--- src/rtl/ntc_pkg.sv ---
package ntc_pkg;

    localparam int ADDR_W = 3;

    localparam logic [ADDR_W-1:0] A_CTRL   = 3'd0;
    localparam logic [ADDR_W-1:0] A_TIME   = 3'd1;
    localparam logic [ADDR_W-1:0] A_PERIOD = 3'd2;
    localparam logic [ADDR_W-1:0] A_CORR   = 3'd3;
    localparam logic [ADDR_W-1:0] A_INC    = 3'd4;

    localparam int CTRL_RUN_BIT = 0;
    localparam int CTRL_WM_LO   = 4;
    localparam int CTRL_WM_HI   = 5;
    localparam int CTRL_CAP_BIT = 11;

    localparam int INC_SUB_LSB  = 8;

    typedef enum logic [1:0] {
        TRIM_OFF  = 2'd0,
        TRIM_WAIT = 2'd1,
        TRIM_FIRE = 2'd2
    } trim_state_t;

    typedef enum logic [1:0] {
        CAP_IDLE  = 2'd0,
        CAP_ARMED = 2'd1,
        CAP_HOLD  = 2'd2
    } cap_state_t;

endpackage

--- src/rtl/ntc_regs.sv ---
module ntc_regs
    import ntc_pkg::*;
#(
    parameter int DW = 32,
    parameter int SW = 7
) (
    input  logic              clk,
    input  logic              rst_n,
    input  logic              wr_en,
    input  logic [ADDR_W-1:0] wr_addr,
    input  logic [DW-1:0]     wr_data,
    output logic              cnt_en,
    output logic [1:0]        wm_bits,
    output logic [DW-1:0]     period,
    output logic [DW-1:0]     corr,
    output logic [SW-1:0]     step_norm,
    output logic [SW-1:0]     step_sub,
    output logic              ld,
    output logic [DW-1:0]     ld_val,
    output logic              corr_wr,
    output logic              cap_req
);

    logic wr_ctrl, wr_period, wr_inc;

    always_comb begin
        wr_ctrl   = wr_en && (wr_addr == A_CTRL);
        wr_period = wr_en && (wr_addr == A_PERIOD);
        wr_inc    = wr_en && (wr_addr == A_INC);
        corr_wr   = wr_en && (wr_addr == A_CORR);
        ld        = wr_en && (wr_addr == A_TIME);
        ld_val    = wr_data;
        cap_req   = wr_ctrl && wr_data[CTRL_CAP_BIT];
    end

    always_ff @(posedge clk or negedge rst_n) begin
        if (!rst_n) begin
            cnt_en    <= 1'b0;
            wm_bits   <= 2'b00;
            period    <= '0;
            corr      <= '0;
            step_norm <= '0;
            step_sub  <= '0;
        end else begin
            if (wr_ctrl) begin
                cnt_en  <= wr_data[CTRL_RUN_BIT];
                wm_bits <= wr_data[CTRL_WM_HI:CTRL_WM_LO];
            end
            if (wr_period) begin
                period <= wr_data;
            end
            if (corr_wr) begin
                corr <= wr_data;
            end
            if (wr_inc) begin
                step_norm <= wr_data[SW-1:0];
                step_sub  <= wr_data[INC_SUB_LSB+SW-1:INC_SUB_LSB];
            end
        end
    end

endmodule

--- src/rtl/ntc_trim.sv ---
module ntc_trim
    import ntc_pkg::*;
#(
    parameter int DW = 32
) (
    input  logic          clk,
    input  logic          rst_n,
    input  logic          adv,
    input  logic          corr_wr,
    input  logic [DW-1:0] corr_wval,
    input  logic [DW-1:0] corr,
    output logic          use_sub
);

    trim_state_t   state_q, state_d;
    logic [DW-1:0] left_q, left_d;

    // next-state logic
    always_comb begin
        state_d = state_q;
        left_d  = left_q;
        if (corr_wr) begin
            state_d = (corr_wval == '0) ? TRIM_OFF : TRIM_WAIT;
            left_d  = corr_wval;
        end else if (adv) begin
            unique case (state_q)
                TRIM_OFF: begin
                    state_d = TRIM_OFF;
                end
                TRIM_WAIT: begin
                    if (left_q <= DW'(1)) begin
                        state_d = TRIM_FIRE;
                        left_d  = '0;
                    end else begin
                        left_d  = left_q - DW'(1);
                    end
                end
                TRIM_FIRE: begin
                    state_d = (corr == '0) ? TRIM_OFF : TRIM_WAIT;
                    left_d  = corr;
                end
                default: begin
                    state_d = TRIM_OFF;
                    left_d  = '0;
                end
            endcase
        end
    end

    // state register
    always_ff @(posedge clk or negedge rst_n) begin
        if (!rst_n) begin
            state_q <= TRIM_OFF;
            left_q  <= '0;
        end else begin
            state_q <= state_d;
            left_q  <= left_d;
        end
    end

    // outputs
    always_comb begin
        use_sub = adv && (state_q == TRIM_FIRE);
    end

    a_r5_no_trim_when_zero: assert property (@(posedge clk) disable iff (!rst_n)
        (corr == '0) |-> !use_sub)
        else $error("a_r5_no_trim_when_zero");

    a_r4_single_substitute: assert property (@(posedge clk) disable iff (!rst_n)
        (state_q == TRIM_FIRE && adv) |=> (state_q != TRIM_FIRE))
        else $error("a_r4_single_substitute");

    a_r3_frozen_when_off: assert property (@(posedge clk) disable iff (!rst_n)
        (!adv && !corr_wr) |=> $stable(state_q))
        else $error("a_r3_frozen_when_off");

endmodule

--- src/rtl/ntc_capture.sv ---
module ntc_capture
    import ntc_pkg::*;
#(
    parameter int DW = 32
) (
    input  logic          clk,
    input  logic          rst_n,
    input  logic          cap_req,
    input  logic [DW-1:0] count,
    output logic [DW-1:0] snap,
    output logic          busy
);

    cap_state_t state_q, state_d;

    always_comb begin
        state_d = state_q;
        unique case (state_q)
            CAP_IDLE:  state_d = cap_req ? CAP_ARMED : CAP_IDLE;
            CAP_ARMED: state_d = CAP_HOLD;
            CAP_HOLD:  state_d = CAP_IDLE;
            default:   state_d = CAP_IDLE;
        endcase
    end

    always_ff @(posedge clk or negedge rst_n) begin
        if (!rst_n) begin
            state_q <= CAP_IDLE;
            snap    <= '0;
        end else begin
            state_q <= state_d;
            if (state_q == CAP_ARMED) begin
                snap <= count;
            end
        end
    end

    always_comb begin
        busy = (state_q != CAP_IDLE);
    end

    a_r8_busy_clears: assert property (@(posedge clk) disable iff (!rst_n)
        (state_q == CAP_HOLD) |=> !busy)
        else $error("a_r8_busy_clears");

    a_r9_ignore_when_busy: assert property (@(posedge clk) disable iff (!rst_n)
        (busy && cap_req && state_q != CAP_HOLD) |=> busy)
        else $error("a_r9_ignore_when_busy");

endmodule

--- src/rtl/ntc_accum.sv ---
module ntc_accum #(
    parameter int DW = 32,
    parameter int SW = 7
) (
    input  logic          clk,
    input  logic          rst_n,
    input  logic          cnt_en,
    input  logic          wrap_mode,
    input  logic [DW-1:0] period,
    input  logic [SW-1:0] step_norm,
    input  logic [SW-1:0] step_sub,
    input  logic          use_sub,
    input  logic          ld,
    input  logic [DW-1:0] ld_val,
    output logic [DW-1:0] count,
    output logic          wrap_pulse
);

    localparam int PAD = DW + 1 - SW;

    logic [SW-1:0] step;
    logic [DW:0]   sum;
    logic [DW:0]   less;
    logic          hit;
    logic [DW-1:0] count_d;
    logic          wrap_d;

    always_comb begin
        step = use_sub ? step_sub : step_norm;
        sum  = {1'b0, count} + {{PAD{1'b0}}, step};
        less = sum - {1'b0, period};
        hit  = wrap_mode ? (sum >= {1'b0, period}) : sum[DW];
        count_d = count;
        wrap_d  = 1'b0;
        if (ld) begin
            count_d = ld_val;
        end else if (cnt_en) begin
            wrap_d  = hit;
            count_d = (wrap_mode && hit) ? less[DW-1:0] : sum[DW-1:0];
        end
    end

    always_ff @(posedge clk or negedge rst_n) begin
        if (!rst_n) begin
            count      <= '0;
            wrap_pulse <= 1'b0;
        end else begin
            count      <= count_d;
            wrap_pulse <= wrap_d;
        end
    end

    a_r3_hold_when_off: assert property (@(posedge clk) disable iff (!rst_n)
        (!cnt_en && !ld) |=> $stable(count))
        else $error("a_r3_hold_when_off");

    a_r7_pulse_needs_step: assert property (@(posedge clk) disable iff (!rst_n)
        wrap_pulse |-> $past(cnt_en && !ld))
        else $error("a_r7_pulse_needs_step");

    a_r6_stays_below_period: assert property (@(posedge clk) disable iff (!rst_n)
        (wrap_mode && cnt_en && !ld && count < period &&
         {{(DW-SW){1'b0}}, step} < period) |=> (count < $past(period)))
        else $error("a_r6_stays_below_period");

endmodule

--- src/rtl/ns_time_counter.sv ---
module ns_time_counter
    import ntc_pkg::*;
#(
    parameter int DW = 32,
    parameter int SW = 7
) (
    input  logic              clk,
    input  logic              rst_n,
    input  logic              wr_en,
    input  logic [ADDR_W-1:0] wr_addr,
    input  logic [DW-1:0]     wr_data,
    input  logic [ADDR_W-1:0] rd_addr,
    output logic [DW-1:0]     rd_data,
    output logic              wrap_pulse
);

    logic          cnt_en;
    logic [1:0]    wm_bits;
    logic          wrap_mode;
    logic [DW-1:0] period;
    logic [DW-1:0] corr;
    logic [SW-1:0] step_norm;
    logic [SW-1:0] step_sub;
    logic          ld;
    logic [DW-1:0] ld_val;
    logic          corr_wr;
    logic          cap_req;
    logic          use_sub;
    logic [DW-1:0] count;
    logic [DW-1:0] snap;
    logic          busy;

    ntc_regs #(.DW(DW), .SW(SW)) u_regs (
        .clk       (clk),
        .rst_n     (rst_n),
        .wr_en     (wr_en),
        .wr_addr   (wr_addr),
        .wr_data   (wr_data),
        .cnt_en    (cnt_en),
        .wm_bits   (wm_bits),
        .period    (period),
        .corr      (corr),
        .step_norm (step_norm),
        .step_sub  (step_sub),
        .ld        (ld),
        .ld_val    (ld_val),
        .corr_wr   (corr_wr),
        .cap_req   (cap_req)
    );

    assign wrap_mode = &wm_bits;

    ntc_trim #(.DW(DW)) u_trim (
        .clk       (clk),
        .rst_n     (rst_n),
        .adv       (cnt_en),
        .corr_wr   (corr_wr),
        .corr_wval (wr_data),
        .corr      (corr),
        .use_sub   (use_sub)
    );

    ntc_accum #(.DW(DW), .SW(SW)) u_accum (
        .clk        (clk),
        .rst_n      (rst_n),
        .cnt_en     (cnt_en),
        .wrap_mode  (wrap_mode),
        .period     (period),
        .step_norm  (step_norm),
        .step_sub   (step_sub),
        .use_sub    (use_sub),
        .ld         (ld),
        .ld_val     (ld_val),
        .count      (count),
        .wrap_pulse (wrap_pulse)
    );

    ntc_capture #(.DW(DW)) u_cap (
        .clk     (clk),
        .rst_n   (rst_n),
        .cap_req (cap_req),
        .count   (count),
        .snap    (snap),
        .busy    (busy)
    );

    always_comb begin
        rd_data = '0;
        unique case (rd_addr)
            A_CTRL: begin
                rd_data[CTRL_RUN_BIT]           = cnt_en;
                rd_data[CTRL_WM_HI:CTRL_WM_LO]  = wm_bits;
                rd_data[CTRL_CAP_BIT]           = busy;
            end
            A_TIME:   rd_data = snap;
            A_PERIOD: rd_data = period;
            A_CORR:   rd_data = corr;
            A_INC: begin
                rd_data[SW-1:0]                         = step_norm;
                rd_data[INC_SUB_LSB+SW-1:INC_SUB_LSB]   = step_sub;
            end
            default: rd_data = '0;
        endcase
    end

    a_r10_load_wins: assert property (@(posedge clk) disable iff (!rst_n)
        (ld && !cap_req) |=> (wrap_pulse == 1'b0))
        else $error("a_r10_load_wins");

endmodule

--- config.mk ---
export PLATFORM = sky130hd
export DESIGN_NAME = ns_time_counter
export DESIGN_NICKNAME = d
export VERILOG_FILES = /design/src/rtl/ntc_pkg.sv /design/src/rtl/ntc_regs.sv /design/src/rtl/ntc_trim.sv /design/src/rtl/ntc_capture.sv /design/src/rtl/ntc_accum.sv /design/src/rtl/ns_time_counter.sv
export SDC_FILE = /design/constraint.sdc
export NUM_CORES = 1
export LEC_CHECK = 0
export BUFFER_PORTS_ARGS = -buffer_cell sky130_fd_sc_hd__buf_2
export CORE_UTILIZATION = 25
export DETAILED_ROUTE_END_ITERATION = 10
export SLEW_MARGIN = 30
export SYNTH_ARGS = -nofsm -noshare
export SYNTH_HDL_FRONTEND = slang
export SYNTH_HIERARCHICAL = 1
export SYNTH_SLANG_ARGS = --single-unit
export TNS_END_PERCENT = 5
--- constraint.sdc ---
create_clock -name clk -period 5.7 [get_ports clk]
set_input_delay 0 -clock clk [delete_from_list [all_inputs] [get_ports clk]]
set_output_delay 0 -clock clk [all_outputs]
set_load 0.005 [all_outputs]
Word-level counts from Yosys, hierarchy flattened
Index checks and enable logic that the tools add are counted.
{"block": "op_classes", "add_sub_neg": 3, "n_lt_le_gt_ge": 2, "n_eq_ne": 13, "muxes": 28, "n_reduce_logical": 20}
{"op": "$mux W32", "n": 6}
{"op": "$pmux W32 S3", "n": 1}
{"op": "$logic_not A32 Y1", "n": 2}
{"op": "$pmux W17 S3", "n": 1}
{"op": "$pmux W3 S4", "n": 3}
{"op": "$add A32 B7 Y33", "n": 1}
{"op": "$ge A33 B32 Y1", "n": 1}
{"op": "$le A32 B1 Y1 const B", "n": 1}
{"op": "$sub A32 B1 Y32 const B", "n": 1}
{"op": "$sub A32 B32 Y32", "n": 1}
{"op": "$eq A3 B2 Y1 const B", "n": 4}
{"op": "$pmux W1 S5", "n": 2}
{"op": "$pmux W2 S5", "n": 1}
{"op": "$logic_and A1 B1 Y1", "n": 8}
{"op": "$pmux W2 S2", "n": 2}
{"op": "$mux W7", "n": 1}
{"op": "$eq A3 B1 Y1 const B", "n": 2}
{"op": "$eq A3 B3 Y1 const B", "n": 2}
{"op": "$logic_not A3 Y1", "n": 2}
{"op": "$mux W1", "n": 6}
{"op": "$mux W2", "n": 3}
{"op": "$reduce_and A2 Y1", "n": 3}
{"op": "$reduce_bool A2 Y1", "n": 3}
{"op": "$eq A2 B1 Y1 const B", "n": 2}
{"op": "6 further kinds", "n": 7}
{"block": "totals", "reg_bits": 182, "inputBits": 41, "output_inout_bits": 33, "word_cells": 78}

Longest topological paths before layout
{"block": "depth", "word_depth": 10, "ltp_mapped": 25, "depth_no_buf": 22}

Modules after synthesis
Netlist, hierarchy kept.
{"mod": "ntc_accum", "instances": 1, "cells_per_inst": 651, "area_per_inst_um2": 4986.0, "seq_area_each_um2": 825.8}
{"mod": "ntc_regs", "instances": 1, "cells_per_inst": 210, "area_per_inst_um2": 3319.4, "seq_area_each_um2": 2026.9}
{"mod": "ntc_trim", "instances": 1, "cells_per_inst": 253, "area_per_inst_um2": 2538.7, "seq_area_each_um2": 850.8}
{"mod": "ntc_capture", "instances": 1, "cells_per_inst": 75, "area_per_inst_um2": 1396.3, "seq_area_each_um2": 850.8}
{"mod": "ns_time_counter", "instances": 1, "cells_per_inst": 126, "area_per_inst_um2": 965.9, "seq_area_each_um2": 0.0}

Worst setup path after synthesis
OpenSTA, ideal clock, no wires.
{"block": "synth_timing", "path_kind": "register -> register", "start": "register u_trim.state_q[0]", "end": "register u_accum.count[29]", "setup_time_ps": 104, "arrival_time_ps": 5140, "required_time_ps": 5596, "setup_slack_ps": 456, "stages_incl_launch_ff": 24, "path_buffers": 1, "period_less_slack_ps": 5244, "cell_sequence": "dfrtp_1 -> inv_1 -> ha_1 -> and2_1 -> clkbuf_1 -> mux2_2 -> ha_1 -> inv_1 -> fa_1 -> nand2b_1 -> a21o_1 -> a2111oi_4 -> nand2_1 -> o21a_1 -> or2_2 -> ha_1 -> and4_1 -> and2_2 -> and3_4 -> and3_1 -> a32oi_4 -> nand2_2 -> o21a_1 -> o311ai_1"}
{"block": "synth_between", "elab_chain_cells": 10, "elab_cells_between_ends": 11, "cone_classes": "2 x add/sub; 1 x order compare; 1 x eq/ne; 5 x mux; 2 x reduce/logical"}
{"item": "from (decl)", "line_no": "ntc_trim.sv:15", "rtl": "trim_state_t state_q, state_d;"}
{"item": "from (signal assigned)", "line_no": "ntc_trim.sv:56", "rtl": "state_q <= state_d;"}
{"item": "$eq A2 B2 Y1 (*)", "line_no": "ntc_trim.sv:63", "rtl": "use_sub = adv && (state_q == TRIM_FIRE);"}
{"item": "$logic_and A1 B1 Y1 (*)", "line_no": "ntc_trim.sv:63"}
{"item": "named net use_sub", "line_no": "ns_time_counter.sv:28", "rtl": "logic use_sub;"}
{"item": "$mux W7 (*)", "line_no": "ntc_accum.sv:29", "rtl": "step = use_sub ? step_sub : step_norm;"}
{"item": "$add A32 B7 Y33 (*)", "line_no": "ntc_accum.sv:30", "rtl": "sum = {1'b0, count} + {{PAD{1'b0}}, step};"}
{"item": "$ge A33 B32 Y1", "line_no": "ntc_accum.sv:32", "rtl": "hit = wrap_mode ? (sum >= {1'b0, period}) : sum[DW];"}
{"item": "$mux W1", "line_no": "ntc_accum.sv:32"}
{"item": "$logic_and A1 B1 Y1", "line_no": "ntc_accum.sv:39", "rtl": "count_d = (wrap_mode && hit) ? less[DW-1:0] : sum[DW-1:0];"}
{"item": "$mux W32 (*)", "line_no": "ntc_accum.sv:39"}
{"item": "$mux W32 (*)", "line_no": "ntc_accum.sv:37", "rtl": "end else if (cnt_en) begin"}
{"item": "$mux W32 (*)", "line_no": "ntc_accum.sv:35", "rtl": "if (ld) begin"}
{"item": "to (signal assigned)", "line_no": "ntc_accum.sv:48", "rtl": "count <= count_d;"}
{"item": "to (decl)", "line_no": "ntc_accum.sv:15", "rtl": "output logic [DW-1:0] count,"}
The timed path passes the listed nets; every way through them passes the cells marked *. The select of a mux whose other input is x is not followed.
A chain may end at the register's enable or synchronous reset.

Final worst setup path
{"block": "layout_timing", "start": "register u_trim.state_q[0]", "end": "register u_accum.count[16]"}
The elaborated chain is that of the path after synthesis.

==> reports/metrics.yaml <==
timing:
  slew_headroom_pct: 43.07
  skew_ns: 0.01201
  setup_tns_ns: 0
  final-setup-viol-count: 0
  fin_crit_sh_pct: 98.06
  fin_crit_ns: 5.590
  slew_violations: 0
  hold_violations: 0
  fmax_mhz: 178.9
  worst_pin_slew_ns: 0.8540
worst_setup_path:
  cp.depth: 23
  r2r_start: "u_trim/state_q[0]"
  r2r_cells: 23
  critPathLaunchType: "flop"
  slowest_delay_ns: 0.50
  crit_chain: "inv_1, ha_1, and2_2, mux2_2, ha_1, inv_1, fa_2, nand2b_4, a21o_4, a2111oi_4, nand2_2, o21a_1, or2_2, ha_4, and4_1, and2_4, and3_4, nand4_1, a31o_4, buf_4, a211o_1, a21oi_2, o31ai_1"
  r2r_slack_ns: 0.11
  worstPathMaxFanout: 7
  end_kind: "flop"
  r2r_end: "u_accum/count[16]"
  critPathSlowestCell: "a2111oi_4"
  arrival_ns: 5.88
  crit_path_end: "u_accum/count[16]"
  worstPathRequired_ns: 5.99
  crit_buf_inv: 3
  startpoint: "u_trim/state_q[0]"
  critPathTopFamily: "compound AO/OA/AOI/OAI gates"
  setup.worst_path.class: "reg2reg"
floorplan:
  ios: 74
  initial_core_util_pct: 25.54
  core_sq_um: 51720
  die_area_sq_um: 53750
  dieWidth_microns: 231.8
  fp-row-count: 83
  die_y_microns: 231.8
clock_network:
  path_clk_slew_ns: 0.07
  clk-insertion-delay-late_ns: 0.44
  cts_max_level: 4
  numCtsBuffers: 17
  cts_tree: "done"
  clock_sinks: 182
  root_buffer: "clkbuf_16"
  clk_path_buf_depth: 2
power:
  p_int_mw: 4.629
  p_sw_mw: 3.957
  p_seq_share_pct: 26.9
  clock_power_share_pct: 15.0
  power_density_nw_per_um2: 568.6
  max-vdd-ir-drop_mv: 0.2358
  static-leakage-power_nw: 6.424
  swShare_pct: 46.08
  pwr-share-comb_pct: 58.0
status:
  status: "finished, final reports clean"
logic_synthesis:
  synth_edf_count: 0
  synthFlopType: "dfrtp_1"
  synthArstFlopShare_pct: 100.0
  yosys-top-cells-area: "dfrtp_1 34%, mux2_2 6.6%, ha_1 4.3%"
  synthSimpleGateAreaFrac_pct: 14.14
  syn-mean-instance-area_sq_um: 10.04
  ys_types: 103
  yosys_warnings: 6
  yosys.area_share.adder_pct: 4.567
  synth_nets: 1403
  synth_compound_area_share_pct: 19.42
  synthCells: 1315
  synth_top_family_by_area: "compound AO/OA/AOI/OAI gates"
  synth-seq-cells: 182
  yosysTopAreaCellShare_pct: 34.49
  synth_xor_area_share_pct: 5.438
  seq_area_frac_synth_pct: 34.49
  netlist_area_sq_um: 13210
  synthMuxAreaShare_pct: 14.16
  synth_top_area_cell: "dfrtp_1"
finish:
  fillers: 5443
  utilization_pct: 29.20
  drive_gt1_share_pct: 24.58
  diodes: 0
  areaGrowthSynthToFinish_pct: 14.34
  nNetsFinal: 1455
global_routing:
  antenna_found_initial: 1
  grt_pass1_vias: 10620
  grt_max_degree: 117
  grt_usage_pct: 15.78
  grt_overflow: 0
  grt_pass1_wl_microns: 65170
detailed_routing:
  detailedRoute.firstIterationViolations: 1145
  ant_nets: 0
  totalWireLength_microns: 43340
  vias: 11010
  routed_via_density: 5.349
  first_pass_iters: 7
  avgRoutedWirePerCell_microns: 21.05
  drcViolationCount: 0
placed_design:
  io_buffers: 73
  place.gp.congestion: 0.9140
  hpwl_microns: 31570
run:
  maxCapViolations: 0
hold_path:
  hp-class: "in2async"
-- registers in the layout (all words and copies together), names as in the netlist, 7 cells and up --
signal            flops
u_regs/step_norm      7
u_regs/period        32
u_regs/step_sub       7
u_accum/count        32
u_trim/left_q        32
u_cap/snap           32
u_regs/corr          32
-- metrics by stage --
step / hold slack [ns] / area [sq um] / power (mW) / setup WS [ns] / instances
after floorplan: -0.2956 / 13210 / 5.734 / 0.4563 / 1315
after global placement: 0.2034 / 13890 / 6.960 / 0.1952 / 1989
after detailed placement: 0.2038 / 13890 / 7.016 / 0.01470 / 1989
after CTS: 0.07044 / 14850 / 8.370 / 0.007683 / 2053
after global routing: 0.1002 / 15100 / 9.111 / -0.002096 / 2059
final: 0.07602 / 15100 / 8.586 / 0.1104 / 2059
-- per-layer routing --
metal  up-vias  track usage, %  share of wire (%)  wire length [microns]
li1       4984               -                  -                      -
met1      5531           20.90                 43                  18660
met2       440           26.14                 48                  20950
met3        58           2.308                5.9                   2550
met4         0           5.243                2.7                   1185
met5         -               0                  0                      0
-- placed cells by master (no fill, tap or decap), types with 12 or more instances in the layout --
cell type and count:
a22oi_1 30, clkbuf_16 18, nor3_1 28, nand3_1 31, o211ai_1 17, a21oi_1 56
buf_2 72, o22ai_1 12, mux2_4 31, a222oi_1 31, nor2b_1 14, mux2_2 77
nor2_1 81, o21ai_2 29, dfrtp_1 181, a21o_1 17, inv_1 60, nand4_1 19
o31ai_1 15, mux2_1 30, nand2_1 67, mux2i_1 19, ha_1 40, buf_4 29
nor4_1 21, xor2_1 32, xnor2_1 49, o21ai_0 22, dlygate4sd3_1 33
-- final cells by class --
class                           count  area [sq um]  area share [%]
Multi-Input combinational cell    964          7794           51.61
Sequential cell                   182          4556           30.17
Timing Repair Buffer              140          1039           6.877
Tap cell                          680         850.8           5.634
Clock buffer                       20         456.7           3.024
Inverter                           62         232.7           1.541
Clock inverter                     11         172.7           1.143
-- Yosys cell counts, types with 6 or more instances --
master,instances
mux2_4,31
xnor2_1,50
xor2_1,32
and2_1,8
inv_1,61
buf_6,15
mux2_2,77
mux2i_1,20
dfrtp_1,182
nor3_1,28
nand3_1,31
a222oi_1,31
o21a_1,10
mux2_1,30
buf_2,22
nor4_1,22
o31ai_1,15
ha_1,45
clkbuf_1,22
o22ai_1,12
nor2b_1,14
o211a_1,7
o211ai_1,17
nand4_1,19
o21ai_0,22
o221ai_1,6
o21ai_2,29
a22oi_1,30
nor2_1,82
a31oi_1,10
nand2_1,69
nand2b_1,11
and3_1,10
a21o_1,18
a21oi_1,59
buf_4,37
-- logic make-up after synthesis --
family                   after synthesis
adder cells (fa/ha/maj)               47
AO/OA/AOI/OAI                        332
XOR/XNOR                              82
AND/OR/NAND/NOR                      345
buffers and inverters                169
flip-flops                           182
multiplexers                         158
-- power groups by stage --
stage               Combinational [mW]  Sequential (mW)  Clock, mW
floorplan                         3.65             2.08          0
global placement                  4.67             2.29          0
detailed placement                4.71             2.30          0
CTS                               4.77             2.29       1.31
global route                      5.40             2.37       1.35
finish                            4.98             2.31       1.29
-- worst register-to-register path, delay by kind of cell (launching register included) --
kind	cells	cell delay, ns
AOI/OAI and AO/OA	7	1.79
adders and majority gates	4	1.06
buffers and inverters	3	0.32
DFF	1	0.38
muxes	1	0.24
and+or+nand+nor	8	1.66
-- worst min-delay path by stage --
stage / startpoint / depth (start not counted) / slack (ns) / to
floorplan: rst_n / 0 / -0.30 / u_accum/count[0]
global placement: rst_n / 1 / 0.20 / u_cap/state_q[1]
detailed placement: rst_n / 1 / 0.20 / u_regs/corr[3]
CTS: wr_addr[2] / 3 / 0.07 / u_regs/wm_bits[1]
global route: wr_addr[2] / 3 / 0.10 / u_regs/wm_bits[0]
finish: rst_n / 2 / 0.08 / u_cap/state_q[1]
-- what timing repair did --
action                                  CTS  global route
gates resized for setup                   0            27
hold buffers                             33             0
setup buffers                             0             3
endpoints found under the hold margin   229             0
endpoints found under the setup margin    0            29
(Power assumes the default switching activity.)
